===== src/rtl/smb_pkg.sv =====
package smb_pkg;

  typedef enum logic [2:0] {
    PH_IDLE,
    PH_RX,
    PH_RX_ACK,
    PH_TX,
    PH_TX_ACK,
    PH_SKIP
  } phase_e;

  typedef enum logic [1:0] {
    SG_ADDR,
    SG_CMD,
    SG_COUNT,
    SG_DATA
  } stage_e;

  localparam int OFF_W = 5;

  // control bit locations decoded outside the bank
  localparam int OE_REG     = 0;
  localparam int OE_BIT     = 2;
  localparam int SPR_REG    = 2;
  localparam int SPR_EN_BIT = 2;
  localparam int SPR_DP_BIT = 7;
  localparam int TST_REG    = 6;
  localparam int TST_SL_BIT = 7;
  localparam int TST_MD_BIT = 6;

  function automatic logic [7:0] reset_val(input int idx);
    case (idx)
      0:       return 8'h7C;
      1:       return 8'h00;
      2:       return 8'hEA;
      3:       return 8'hAF;
      4:       return 8'h01;
      5:       return 8'h00;
      6:       return 8'h13;
      7:       return 8'h01;
      default: return 8'h00;
    endcase
  endfunction

endpackage


===== src/rtl/smb_sync.sv =====
module smb_sync #(
  parameter int STAGES = 2
) (
  input  logic clk_i,
  input  logic rst_ni,
  input  logic scl_i,
  input  logic sda_i,
  output logic scl_o,
  output logic sda_o,
  output logic scl_rise_o,
  output logic scl_fall_o,
  output logic start_o,
  output logic stop_o
);

  logic [STAGES-1:0] scl_ff, sda_ff;
  logic              scl_q, sda_q;

  always_ff @(posedge clk_i or negedge rst_ni) begin
    if (!rst_ni) begin
      scl_ff <= '1;
      sda_ff <= '1;
      scl_q  <= 1'b1;
      sda_q  <= 1'b1;
    end else begin
      scl_ff <= {scl_ff[STAGES-2:0], scl_i};
      sda_ff <= {sda_ff[STAGES-2:0], sda_i};
      scl_q  <= scl_ff[STAGES-1];
      sda_q  <= sda_ff[STAGES-1];
    end
  end

  assign scl_o      = scl_ff[STAGES-1];
  assign sda_o      = sda_ff[STAGES-1];
  assign scl_rise_o = scl_o & ~scl_q;
  assign scl_fall_o = ~scl_o & scl_q;
  assign start_o    = scl_o & scl_q & sda_q & ~sda_o;
  assign stop_o     = scl_o & scl_q & ~sda_q & sda_o;

endmodule


===== src/rtl/smb_regbank.sv =====
module smb_regbank
  import smb_pkg::*;
#(
  parameter  int NUM_REGS = 8,
  parameter  int DW       = 8,
  parameter  int RO_IDX   = 7,
  localparam int AW       = $clog2(NUM_REGS)
) (
  input  logic                         clk_i,
  input  logic                         rst_ni,
  input  logic                         we_i,
  input  logic [AW-1:0]                waddr_i,
  input  logic [DW-1:0]                wdata_i,
  input  logic [AW-1:0]                raddr_i,
  output logic [DW-1:0]                rdata_o,
  output logic [NUM_REGS-1:0][DW-1:0]  regs_o
);

  for (genvar i = 0; i < NUM_REGS; i++) begin : g_reg
    if (i == RO_IDX) begin : g_ro
      assign regs_o[i] = DW'(reset_val(i));
    end else begin : g_rw
      logic [DW-1:0] val_q;
      always_ff @(posedge clk_i or negedge rst_ni) begin
        if (!rst_ni)                            val_q <= DW'(reset_val(i));
        else if (we_i && waddr_i == AW'(i))     val_q <= wdata_i;
      end
      assign regs_o[i] = val_q;
    end
  end

  assign rdata_o = regs_o[raddr_i];

  assert_write_lands_R3 : assert property (@(posedge clk_i) disable iff (!rst_ni)
    we_i && (waddr_i != AW'(RO_IDX)) |=> regs_o[$past(waddr_i)] == $past(wdata_i));

endmodule


===== src/rtl/smb_engine.sv =====
module smb_engine
  import smb_pkg::*;
#(
  parameter  logic [6:0] DEV_ADDR = 7'h69,
  parameter  int         NUM_REGS = 8,
  parameter  int         DW       = 8,
  localparam int         AW       = $clog2(NUM_REGS)
) (
  input  logic          clk_i,
  input  logic          rst_ni,
  input  logic          scl_i,
  input  logic          sda_i,
  input  logic          scl_rise_i,
  input  logic          scl_fall_i,
  input  logic          start_i,
  input  logic          stop_i,
  input  logic [DW-1:0] rdata_i,
  output logic [AW-1:0] raddr_o,
  output logic          we_o,
  output logic [AW-1:0] waddr_o,
  output logic [DW-1:0] wdata_o,
  output logic          sda_oe_o
);

  localparam logic [OFF_W-1:0] NREG = OFF_W'(NUM_REGS);
  localparam logic [3:0]       LAST = 4'd8;

  phase_e           phase_q;
  stage_e           stage_q;
  logic [3:0]       bit_cnt_q;
  logic [7:0]       shreg_q;
  logic [7:0]       cmd_q;
  logic [OFF_W-1:0] ptr_q;
  logic             cnt_pend_q;
  logic             go_tx_q;
  logic [DW-1:0]    tx_q;
  logic             oe_q;

  logic             access_ok;
  logic             ptr_in;
  logic [DW-1:0]    tx_next;
  logic             byte_done;

  assign ptr_in    = ptr_q < NREG;
  assign access_ok = (cmd_q[6:5] == 2'b00) && (cmd_q[7] || cmd_q[4:0] == '0);
  assign tx_next   = cnt_pend_q ? DW'(NUM_REGS) : (ptr_in ? rdata_i : '0);
  assign byte_done = scl_fall_i && bit_cnt_q == LAST;

  assign raddr_o  = ptr_q[AW-1:0];
  assign waddr_o  = ptr_q[AW-1:0];
  assign wdata_o  = shreg_q[DW-1:0];
  assign we_o     = phase_q == PH_RX && stage_q == SG_DATA && byte_done && access_ok && ptr_in;
  assign sda_oe_o = oe_q;

  always_ff @(posedge clk_i or negedge rst_ni) begin
    if (!rst_ni) begin
      phase_q    <= PH_IDLE;
      stage_q    <= SG_ADDR;
      bit_cnt_q  <= '0;
      shreg_q    <= '0;
      cmd_q      <= '0;
      ptr_q      <= '0;
      cnt_pend_q <= 1'b0;
      go_tx_q    <= 1'b0;
      tx_q       <= '0;
      oe_q       <= 1'b0;
    end else if (start_i) begin
      phase_q   <= PH_RX;
      stage_q   <= SG_ADDR;
      bit_cnt_q <= '0;
      oe_q      <= 1'b0;
    end else if (stop_i) begin
      phase_q <= PH_IDLE;
      oe_q    <= 1'b0;
    end else begin
      unique case (phase_q)
        PH_RX: begin
          if (scl_rise_i && bit_cnt_q < LAST) begin
            shreg_q   <= {shreg_q[6:0], sda_i};
            bit_cnt_q <= bit_cnt_q + 4'd1;
          end else if (byte_done) begin
            bit_cnt_q <= '0;
            unique case (stage_q)
              SG_ADDR: begin
                if (shreg_q[7:1] == DEV_ADDR) begin
                  oe_q    <= 1'b1;
                  phase_q <= PH_RX_ACK;
                  go_tx_q <= shreg_q[0];
                  if (shreg_q[0]) begin
                    cnt_pend_q <= ~cmd_q[7];
                    ptr_q      <= cmd_q[7] ? cmd_q[4:0] : '0;
                  end else begin
                    stage_q <= SG_CMD;
                  end
                end else begin
                  phase_q <= PH_SKIP;
                end
              end
              SG_CMD: begin
                cmd_q   <= shreg_q;
                oe_q    <= 1'b1;
                phase_q <= PH_RX_ACK;
                go_tx_q <= 1'b0;
                ptr_q   <= shreg_q[7] ? shreg_q[4:0] : '0;
                stage_q <= shreg_q[7] ? SG_DATA : SG_COUNT;
              end
              SG_COUNT: begin
                oe_q    <= 1'b1;
                phase_q <= PH_RX_ACK;
                stage_q <= SG_DATA;
              end
              default: begin
                oe_q    <= 1'b1;
                phase_q <= PH_RX_ACK;
                if (ptr_in) ptr_q <= ptr_q + 1'b1;
              end
            endcase
          end
        end
        PH_RX_ACK, PH_TX_ACK: begin
          if (phase_q == PH_TX_ACK && scl_rise_i && sda_i) begin
            phase_q <= PH_SKIP;
          end else if (scl_fall_i) begin
            bit_cnt_q <= '0;
            if (phase_q == PH_TX_ACK || go_tx_q) begin
              phase_q <= PH_TX;
              tx_q    <= tx_next;
              oe_q    <= ~tx_next[DW-1];
              if (cnt_pend_q)  cnt_pend_q <= 1'b0;
              else if (ptr_in) ptr_q      <= ptr_q + 1'b1;
            end else begin
              phase_q <= PH_RX;
              oe_q    <= 1'b0;
            end
          end
        end
        PH_TX: begin
          if (scl_rise_i) begin
            bit_cnt_q <= bit_cnt_q + 4'd1;
          end else if (scl_fall_i) begin
            if (bit_cnt_q == LAST) begin
              oe_q    <= 1'b0;
              phase_q <= PH_TX_ACK;
            end else begin
              tx_q <= {tx_q[DW-2:0], 1'b0};
              oe_q <= ~tx_q[DW-2];
            end
          end
        end
        default: ;
      endcase
    end
  end

  assert_oe_scl_low_R10 : assert property (@(posedge clk_i) disable iff (!rst_ni)
    (oe_q != $past(oe_q)) && !$past(start_i || stop_i) |-> !$past(scl_i));

  assert_ack_slot_driven_R10 : assert property (@(posedge clk_i) disable iff (!rst_ni)
    phase_q == PH_RX_ACK |-> sda_oe_o);

  assert_skip_silent_R2 : assert property (@(posedge clk_i) disable iff (!rst_ni)
    phase_q == PH_SKIP |-> !sda_oe_o);

  assert_write_cs_R7 : assert property (@(posedge clk_i) disable iff (!rst_ni)
    we_o |-> cmd_q[6:5] == 2'b00);

endmodule


===== src/rtl/clkgen_cfg_smbus.sv =====
module clkgen_cfg_smbus
  import smb_pkg::*;
#(
  parameter  logic [6:0] DEV_ADDR    = 7'h69,
  parameter  int         NUM_REGS    = 8,
  parameter  int         DW          = 8,
  parameter  int         RO_IDX      = 7,
  parameter  int         SYNC_STAGES = 2,
  localparam int         AW          = $clog2(NUM_REGS)
) (
  input  logic clk_i,
  input  logic rst_ni,
  input  logic scl_i,
  input  logic sda_i,
  output logic sda_oe_o,
  output logic out_en_o,
  output logic spread_en_o,
  output logic spread_deep_o,
  output logic test_mode_o,
  output logic test_sel_o
);

  logic                        scl_s, sda_s, scl_rise, scl_fall, start_ev, stop_ev;
  logic                        we;
  logic [AW-1:0]               waddr, raddr;
  logic [DW-1:0]               wdata, rdata;
  logic [NUM_REGS-1:0][DW-1:0] regs;

  smb_sync #(.STAGES(SYNC_STAGES)) u_sync (
    .clk_i      (clk_i),
    .rst_ni     (rst_ni),
    .scl_i      (scl_i),
    .sda_i      (sda_i),
    .scl_o      (scl_s),
    .sda_o      (sda_s),
    .scl_rise_o (scl_rise),
    .scl_fall_o (scl_fall),
    .start_o    (start_ev),
    .stop_o     (stop_ev)
  );

  smb_engine #(.DEV_ADDR(DEV_ADDR), .NUM_REGS(NUM_REGS), .DW(DW)) u_engine (
    .clk_i      (clk_i),
    .rst_ni     (rst_ni),
    .scl_i      (scl_s),
    .sda_i      (sda_s),
    .scl_rise_i (scl_rise),
    .scl_fall_i (scl_fall),
    .start_i    (start_ev),
    .stop_i     (stop_ev),
    .rdata_i    (rdata),
    .raddr_o    (raddr),
    .we_o       (we),
    .waddr_o    (waddr),
    .wdata_o    (wdata),
    .sda_oe_o   (sda_oe_o)
  );

  smb_regbank #(.NUM_REGS(NUM_REGS), .DW(DW), .RO_IDX(RO_IDX)) u_regs (
    .clk_i   (clk_i),
    .rst_ni  (rst_ni),
    .we_i    (we),
    .waddr_i (waddr),
    .wdata_i (wdata),
    .raddr_i (raddr),
    .rdata_o (rdata),
    .regs_o  (regs)
  );

  assign out_en_o      = regs[OE_REG][OE_BIT];
  assign spread_en_o   = regs[SPR_REG][SPR_EN_BIT];
  assign spread_deep_o = regs[SPR_REG][SPR_DP_BIT];
  assign test_sel_o    = regs[TST_REG][TST_SL_BIT];
  assign test_mode_o   = regs[TST_REG][TST_MD_BIT];

endmodule


===== config.mk =====
export PLATFORM = sky130hd
export DESIGN_NAME = clkgen_cfg_smbus
export DESIGN_NICKNAME = d
export VERILOG_FILES = /design/src/rtl/smb_pkg.sv /design/src/rtl/smb_sync.sv /design/src/rtl/smb_regbank.sv /design/src/rtl/smb_engine.sv /design/src/rtl/clkgen_cfg_smbus.sv
export SDC_FILE = /design/constraint.sdc
export NUM_CORES = 1
export LEC_CHECK = 0
export BUFFER_PORTS_ARGS = -buffer_cell sky130_fd_sc_hd__buf_4
export CAP_MARGIN = 40
export CORE_MARGIN = 8
export CORE_UTILIZATION = 49
export CTS_CLUSTER_DIAMETER = 120
export CTS_CLUSTER_SIZE = 25
export DETAILED_ROUTE_END_ITERATION = 8
export PLACE_DENSITY = 0.69
export SYNTH_ARGS = -nofsm -noshare
export SYNTH_HDL_FRONTEND = slang
export SYNTH_HIERARCHICAL = 1
export SYNTH_SLANG_ARGS = --single-unit

===== constraint.sdc =====
create_clock -name clk_i -period 3.7 [get_ports clk_i]
set_input_delay 0.185 -clock clk_i [delete_from_list [all_inputs] [get_ports clk_i]]
set_output_delay 0.185 -clock clk_i [all_outputs]
set_load 0.005 [all_outputs]

; Yosys cells after proc, flatten, opt, wreduce, memory -nomap -nowiden
; Cells that the tools add are included.
[classes]
bitwise_logic = 17
order_cmp = 3
reduce_logical = 41
div_mod_pow = 0
mul = 0
n_shift = 0
eq_ne = 48
addsub = 2
n_mux = 78
[ops]
columns = cell, n
row1 = $mux W5, 11
row2 = $mux W7, 6
row3 = $mux W3, 11
row4 = $mux W4, 7
row5 = $bmux W8 S3, 1
row6 = $mux W8, 3
row7 = $mux W1, 22
row8 = $reduce_and A7 Y1, 3
row9 = $ne A2 B2 Y1 const B, 10
row10 = $ne A4 B3 Y1 const B, 5
row11 = $logic_and A1 B1 Y1, 16
row12 = $mux W2, 8
row13 = $pmux W5 S3, 1
row14 = $pmux W7 S2, 1
row15 = $eq A3 B2 Y1 const B, 4
row16 = $eq A3 B3 Y1 const B, 4
row17 = $ne A2 B1 Y1 const B, 6
row18 = $ne A3 B2 Y1 const B, 4
row19 = $ne A4 B4 Y1 const B, 3
row20 = $pmux W4 S3, 1
row21 = $reduce_and A12 Y1, 1
row22 = $reduce_and A6 Y1, 2
row23 = $reduce_and A11 Y1, 1
row24 = $not A1 Y1, 10
row25 = 30 further kinds, 48
[totals]
mem_bits_ro = 0
mem_count = 0
word_cells = 210
input_bits = 4
latchBits = 0
register_bits = 102
ramBits = 0

; Logic depth before layout (Yosys ltp)
[logic_depth]
ltp_word = 11
ltp_mapped = 11
depth_no_buf = 9

; Hierarchy
; The synthesis kept the hierarchy.
[by_module_without_submodules]
columns = module, cells_per_inst, seq_area_each_um2, instances, area_per_inst_um2
row1 = smb_regbank, 196, 1426.4, 1, 2737.6
row2 = smb_engine, 256, 1001.0, 1, 2474.9
row3 = smb_sync, 10, 157.7, 1, 190.2

; Least setup slack after synthesis
; OpenSTA, ideal clock, no wires.
[synth_path]
path_type = reg-to-reg
from = register u_sync.scl_q
to = register u_regs.g_reg[2].g_rw.val_q[0]
t_required_ns = 3.575
n_path_buf = 0
setup_slack_ns = 1.041
stages_incl_launch_ff = 9
setup_ns = 0.125
t_arrival_ns = 2.534
path_cell_list = dfstp_2 > nor2b_1 > nand4b_1 > nor2_1 > nand4_1 > nor2_1 > nand2b_4 > nor3b_4 > mux2_2
[synth_via]
elab_chain_cells = 6
[synth_rtl]
columns = item, line_no
row1 = from (decl), smb_sync.sv:17  ; logic scl_q, sda_q;
row2 = from (signal assigned), smb_sync.sv:28  ; scl_q <= scl_ff[STAGES-1];
row3 = $and A1 B1 Y1, smb_sync.sv:36  ; assign scl_fall_o = ~scl_o & scl_q;
row4 = net scl_fall, clkgen_cfg_smbus.sv:23  ; logic scl_s, sda_s, scl_rise, scl_fall, start_ev, stop_ev;
row5 = $logic_and A1 B1 Y1, smb_engine.sv:47  ; assign byte_done = scl_fall_i && bit_cnt_q == LAST;
row6 = $logic_and A1 B1 Y1 (3 in a row), smb_engine.sv:52  ; assign we_o = phase_q == PH_RX && stage_q == SG_DATA && byte_done && access_ok && ptr_in;
row7 = net we, clkgen_cfg_smbus.sv:24  ; logic we;
row8 = $logic_and A1 B1 Y1, smb_regbank.sv:26  ; else if (we_i && waddr_i == AW'(i)) val_q <= wdata_i;
row9 = to (signal assigned), smb_regbank.sv:25  ; if (!rst_ni) val_q <= DW'(reset_val(i));
row10 = to (signal assigned), smb_regbank.sv:26
row11 = to (decl), smb_regbank.sv:23  ; logic [DW-1:0] val_q;
; The timed path passes the listed nets, and every way through them passes these cells.
; A chain may end at the register's enable or synchronous reset.

; Final worst setup path
[layout_path]
from = register u_sync.scl_q
to = register u_regs.g_reg[3].g_rw.val_q[4]
[layout_via]
elab_chain_cells = 6
[layout_rtl]
columns = item, line_no
row1 = $and A1 B1 Y1, smb_sync.sv:36
row2 = net scl_fall, clkgen_cfg_smbus.sv:23
row3 = $logic_and A1 B1 Y1, smb_engine.sv:47
row4 = $logic_and A1 B1 Y1 (3 in a row), smb_engine.sv:52
row5 = net we, clkgen_cfg_smbus.sv:24
row6 = $logic_and A1 B1 Y1, smb_regbank.sv:26
row7 = to (signal assigned), smb_regbank.sv:25
row8 = to (signal assigned), smb_regbank.sv:26
row9 = to (decl), smb_regbank.sv:23
; The timed path passes the listed nets, and every way through them passes these cells.

==> flow_metrics.env <==
export IMPL_fin_util_pct=53.41
export IMPL_worstMarginPinSlew_ns=0.8871
export IMPL_syn_inst=452
export IMPL_drive_gt1_share_pct=32.61
export IMPL_die_area_um2=14480
export IMPL_synth_warnings=6
export IMPL_p_leak_nw=2.554
export IMPL_clock_root_buffer="clkbuf_8"
export IMPL_rr_startpoint="u_sync/scl_q$_DFF_PN1_"
export IMPL_clk_latency_ns=0.39
export IMPL_vias=3620
export IMPL_fin_cells=603
export IMPL_irDropWorstVdd_mv=0.3797
export IMPL_rsz0062_at_grt="no"
export IMPL_fp_row_count=38
export IMPL_numCtsBuffers=9
export IMPL_io_pins=10
export IMPL_hold_viol_final=0
export IMPL_slowest_delay_ns=0.55
export IMPL_hold_class="primary input to async pin"
export IMPL_synthesis_nets=463
export IMPL_cp_max_fo=8
export IMPL_cts_tree="built"
export IMPL_dp_slack_ns=0.5683
export IMPL_grt_use_total_pct=17.01
export IMPL_nFillCells=936
export IMPL_port_buffers=9
export IMPL_relSlewSlack_pct=40.68
export IMPL_skew_ns=0.01242
export IMPL_grt_remaining_overflow=0
export IMPL_drt_first_pass_iters=5
export IMPL_hpwlAfterDp_um=7953
export IMPL_final_max_slew_violation_count=0
export IMPL_cts_sinks=102
export IMPL_cpMaxStageDelayCell="dfstp_2"
export IMPL_crit_path_cell_trace="nor2b_1 -> nand4b_1 -> nor2_1 -> nand4_1 -> nor2_1 -> nand4b_1 -> mux2_2"
export IMPL_power_density_nw_per_um2=618.7
export IMPL_max_cap_violations=0
export IMPL_status="finished, final reports clean"
export IMPL_avgSynthCellArea_um2=11.80
export IMPL_dp_cells=584
export IMPL_path_clk_slew_ns=0.10
export IMPL_drt_vias_per_instance=6.003
export IMPL_reg2reg_setup_slack_ns=0.50
export IMPL_setup_viol=0
export IMPL_startpoint_type="flop"
export IMPL_path_delay_family="simple AND/OR/NAND/NOR gates"
export IMPL_die_h_um=120.3
export IMPL_fmax_mhz=312.7
export IMPL_first_global_vias=3580
export IMPL_antenna_found_initial=0
export IMPL_globalplace_congestion=0.8346
export IMPL_worstSetupPathType="flop to flop"
export IMPL_area_delta_synth_final_pct=7.575
export IMPL_finalSetupTns_ns=0
export IMPL_fin_hold_ws_ns=0.2203
export IMPL_nets=469
export IMPL_cp_required_ns=3.98
export IMPL_die_w_um=120.3
export IMPL_dr_first_iter_drc_count=311
export IMPL_grt_max_degree=47
export IMPL_crit_arrival_ns=3.48
export IMPL_cts_htree_levels=3
export IMPL_drcViolationCount=0
export IMPL_core_um2=10750
export IMPL_ant_nets=0
export IMPL_critPathBufInv=0
export IMPL_diodes=0
export IMPL_end_kind="flop"
export IMPL_reg2reg_depth=7
export IMPL_clock_path_buffers=2
export IMPL_worst_slack_ns=0.5019
export IMPL_synth_area_um2=5335
export IMPL_reg2reg_to="u_regs/g_reg[3].g_rw.val_q[4]$_DFFE_PN0P_"
export IMPL_wire_per_inst_um=19.25
export IMPL_min_period_ns=3.198
export IMPL_grt_pass1_wl_um=19340
export IMPL_wl_um=11610
export IMPL_start_util_pct=49.65
export IMPL_period_share_pct=86.44
[worst max-delay path by stage]
stage,startpoint,to,slack (ns),depth (start not counted)
6_report,u_sync/scl_q$_DFF_PN1_,u_regs/g_reg[3].g_rw.val_q[4]$_DFFE_PN0P_,0.50,7
5_1_grt,u_sync/scl_q$_DFF_PN1_,u_regs/g_reg[6].g_rw.val_q[6]$_DFFE_PN0P_,0.27,7
4_1_cts,u_sync/scl_q$_DFF_PN1_,u_regs/g_reg[2].g_rw.val_q[0]$_DFFE_PN0P_,0.54,8
3_5_place_dp,u_sync/scl_q$_DFF_PN1_,u_regs/g_reg[2].g_rw.val_q[4]$_DFFE_PN0P_,0.57,8
3_3_place_gp,u_sync/scl_q$_DFF_PN1_,u_regs/g_reg[6].g_rw.val_q[2]$_DFFE_PN0P_,0.67,7
2_1_floorplan,u_sync/scl_q$_DFF_PN1_,u_regs/g_reg[2].g_rw.val_q[0]$_DFFE_PN0P_,1.04,8
[flip-flops by register name, indices dropped and copies added (netlist names), 2 cells and up]
| register | cells |
|---|---|
| u_regs/g.g_rw.val_q | 56 |
| u_engine/cmd_q | 8 |
| u_engine/wdata_o | 8 |
| u_engine/tx_q | 7 |
| u_engine/ptr_q | 5 |
| u_engine/bit_cnt_q | 4 |
| u_engine/phase_q | 3 |
| u_engine/stage_q | 2 |
| u_sync/scl_ff | 2 |
| u_sync/sda_ff | 2 |
[layout make-up]
| class | instances | area (um2) | area share [%] |
|---|---|---|---|
| clock inverter | 6 | 75.07 | 1.308 |
| clock buffer | 10 | 127.6 | 2.224 |
| tap | 140 | 175.2 | 3.052 |
| timing repair buffer | 20 | 161.4 | 2.812 |
| inverter | 9 | 33.78 | 0.5886 |
| multi-input combinational | 316 | 2581 | 44.98 |
| sequential | 102 | 2585 | 45.04 |
[what timing repair did]
action,in CTS,in global routing
buffers inserted,0,0
resized for setup,0,0
hold buffers,3,0
endpoints found under the hold margin,24,0
[placed cells by master (no fill, tap or decap), types with 6 or more instances in the layout]
cell type,instances
nand3b_1,7
clkbuf_8,9
dfstp_2,26
nor2_1,23
nand3_1,6
nor3_1,6
dfrtp_1,76
inv_1,9
a21oi_1,17
buf_4,16
mux2_2,74
ha_1,7
a22o_1,9
a31oi_1,13
mux2i_1,26
or2_2,8
o21ai_0,12
nor2b_1,9
nand2_1,21
[power breakdown]
group | internal [mW] | switching, mW | leakage, nW | total, mW
combinational | 0.578 | 0.740 | 1.15 | 1.32
clock | 0.326 | 0.409 | 0.105 | 0.735
sequential | 1.24 | 0.257 | 1.30 | 1.50
[through the flow]
stage / power [mW] / area, um2
6_report: 3.551 / 5739
5_1_grt: 3.783 / 5739
4_1_cts: 3.564 / 5739
3_5_place_dp: 2.815 / 5507
3_3_place_gp: 2.776 / 5495
2_1_floorplan: 2.509 / 5335
[layer usage]
metal	vias up	global-route usage, %	wire length [um]	part of all wire (%)
li1	1691	-	-	-
met1	1834	23.07	5479	47
met2	83	25.78	5479	47
met3	12	5.688	534	4.6
met4	0	4.059	112	0.97
met5	-	0	0	0
[worst register-to-register path, cell delays in order (launching register included)]
cell and delay [ns]:
dfstp_2 0.55, nor2b_1 0.40, nand4b_1 0.27, nor2_1 0.35
nand4_1 0.13, nor2_1 0.41, nand4b_1 0.54, mux2_2 0.45
Note: power is estimated with default switching activity, not from simulation.
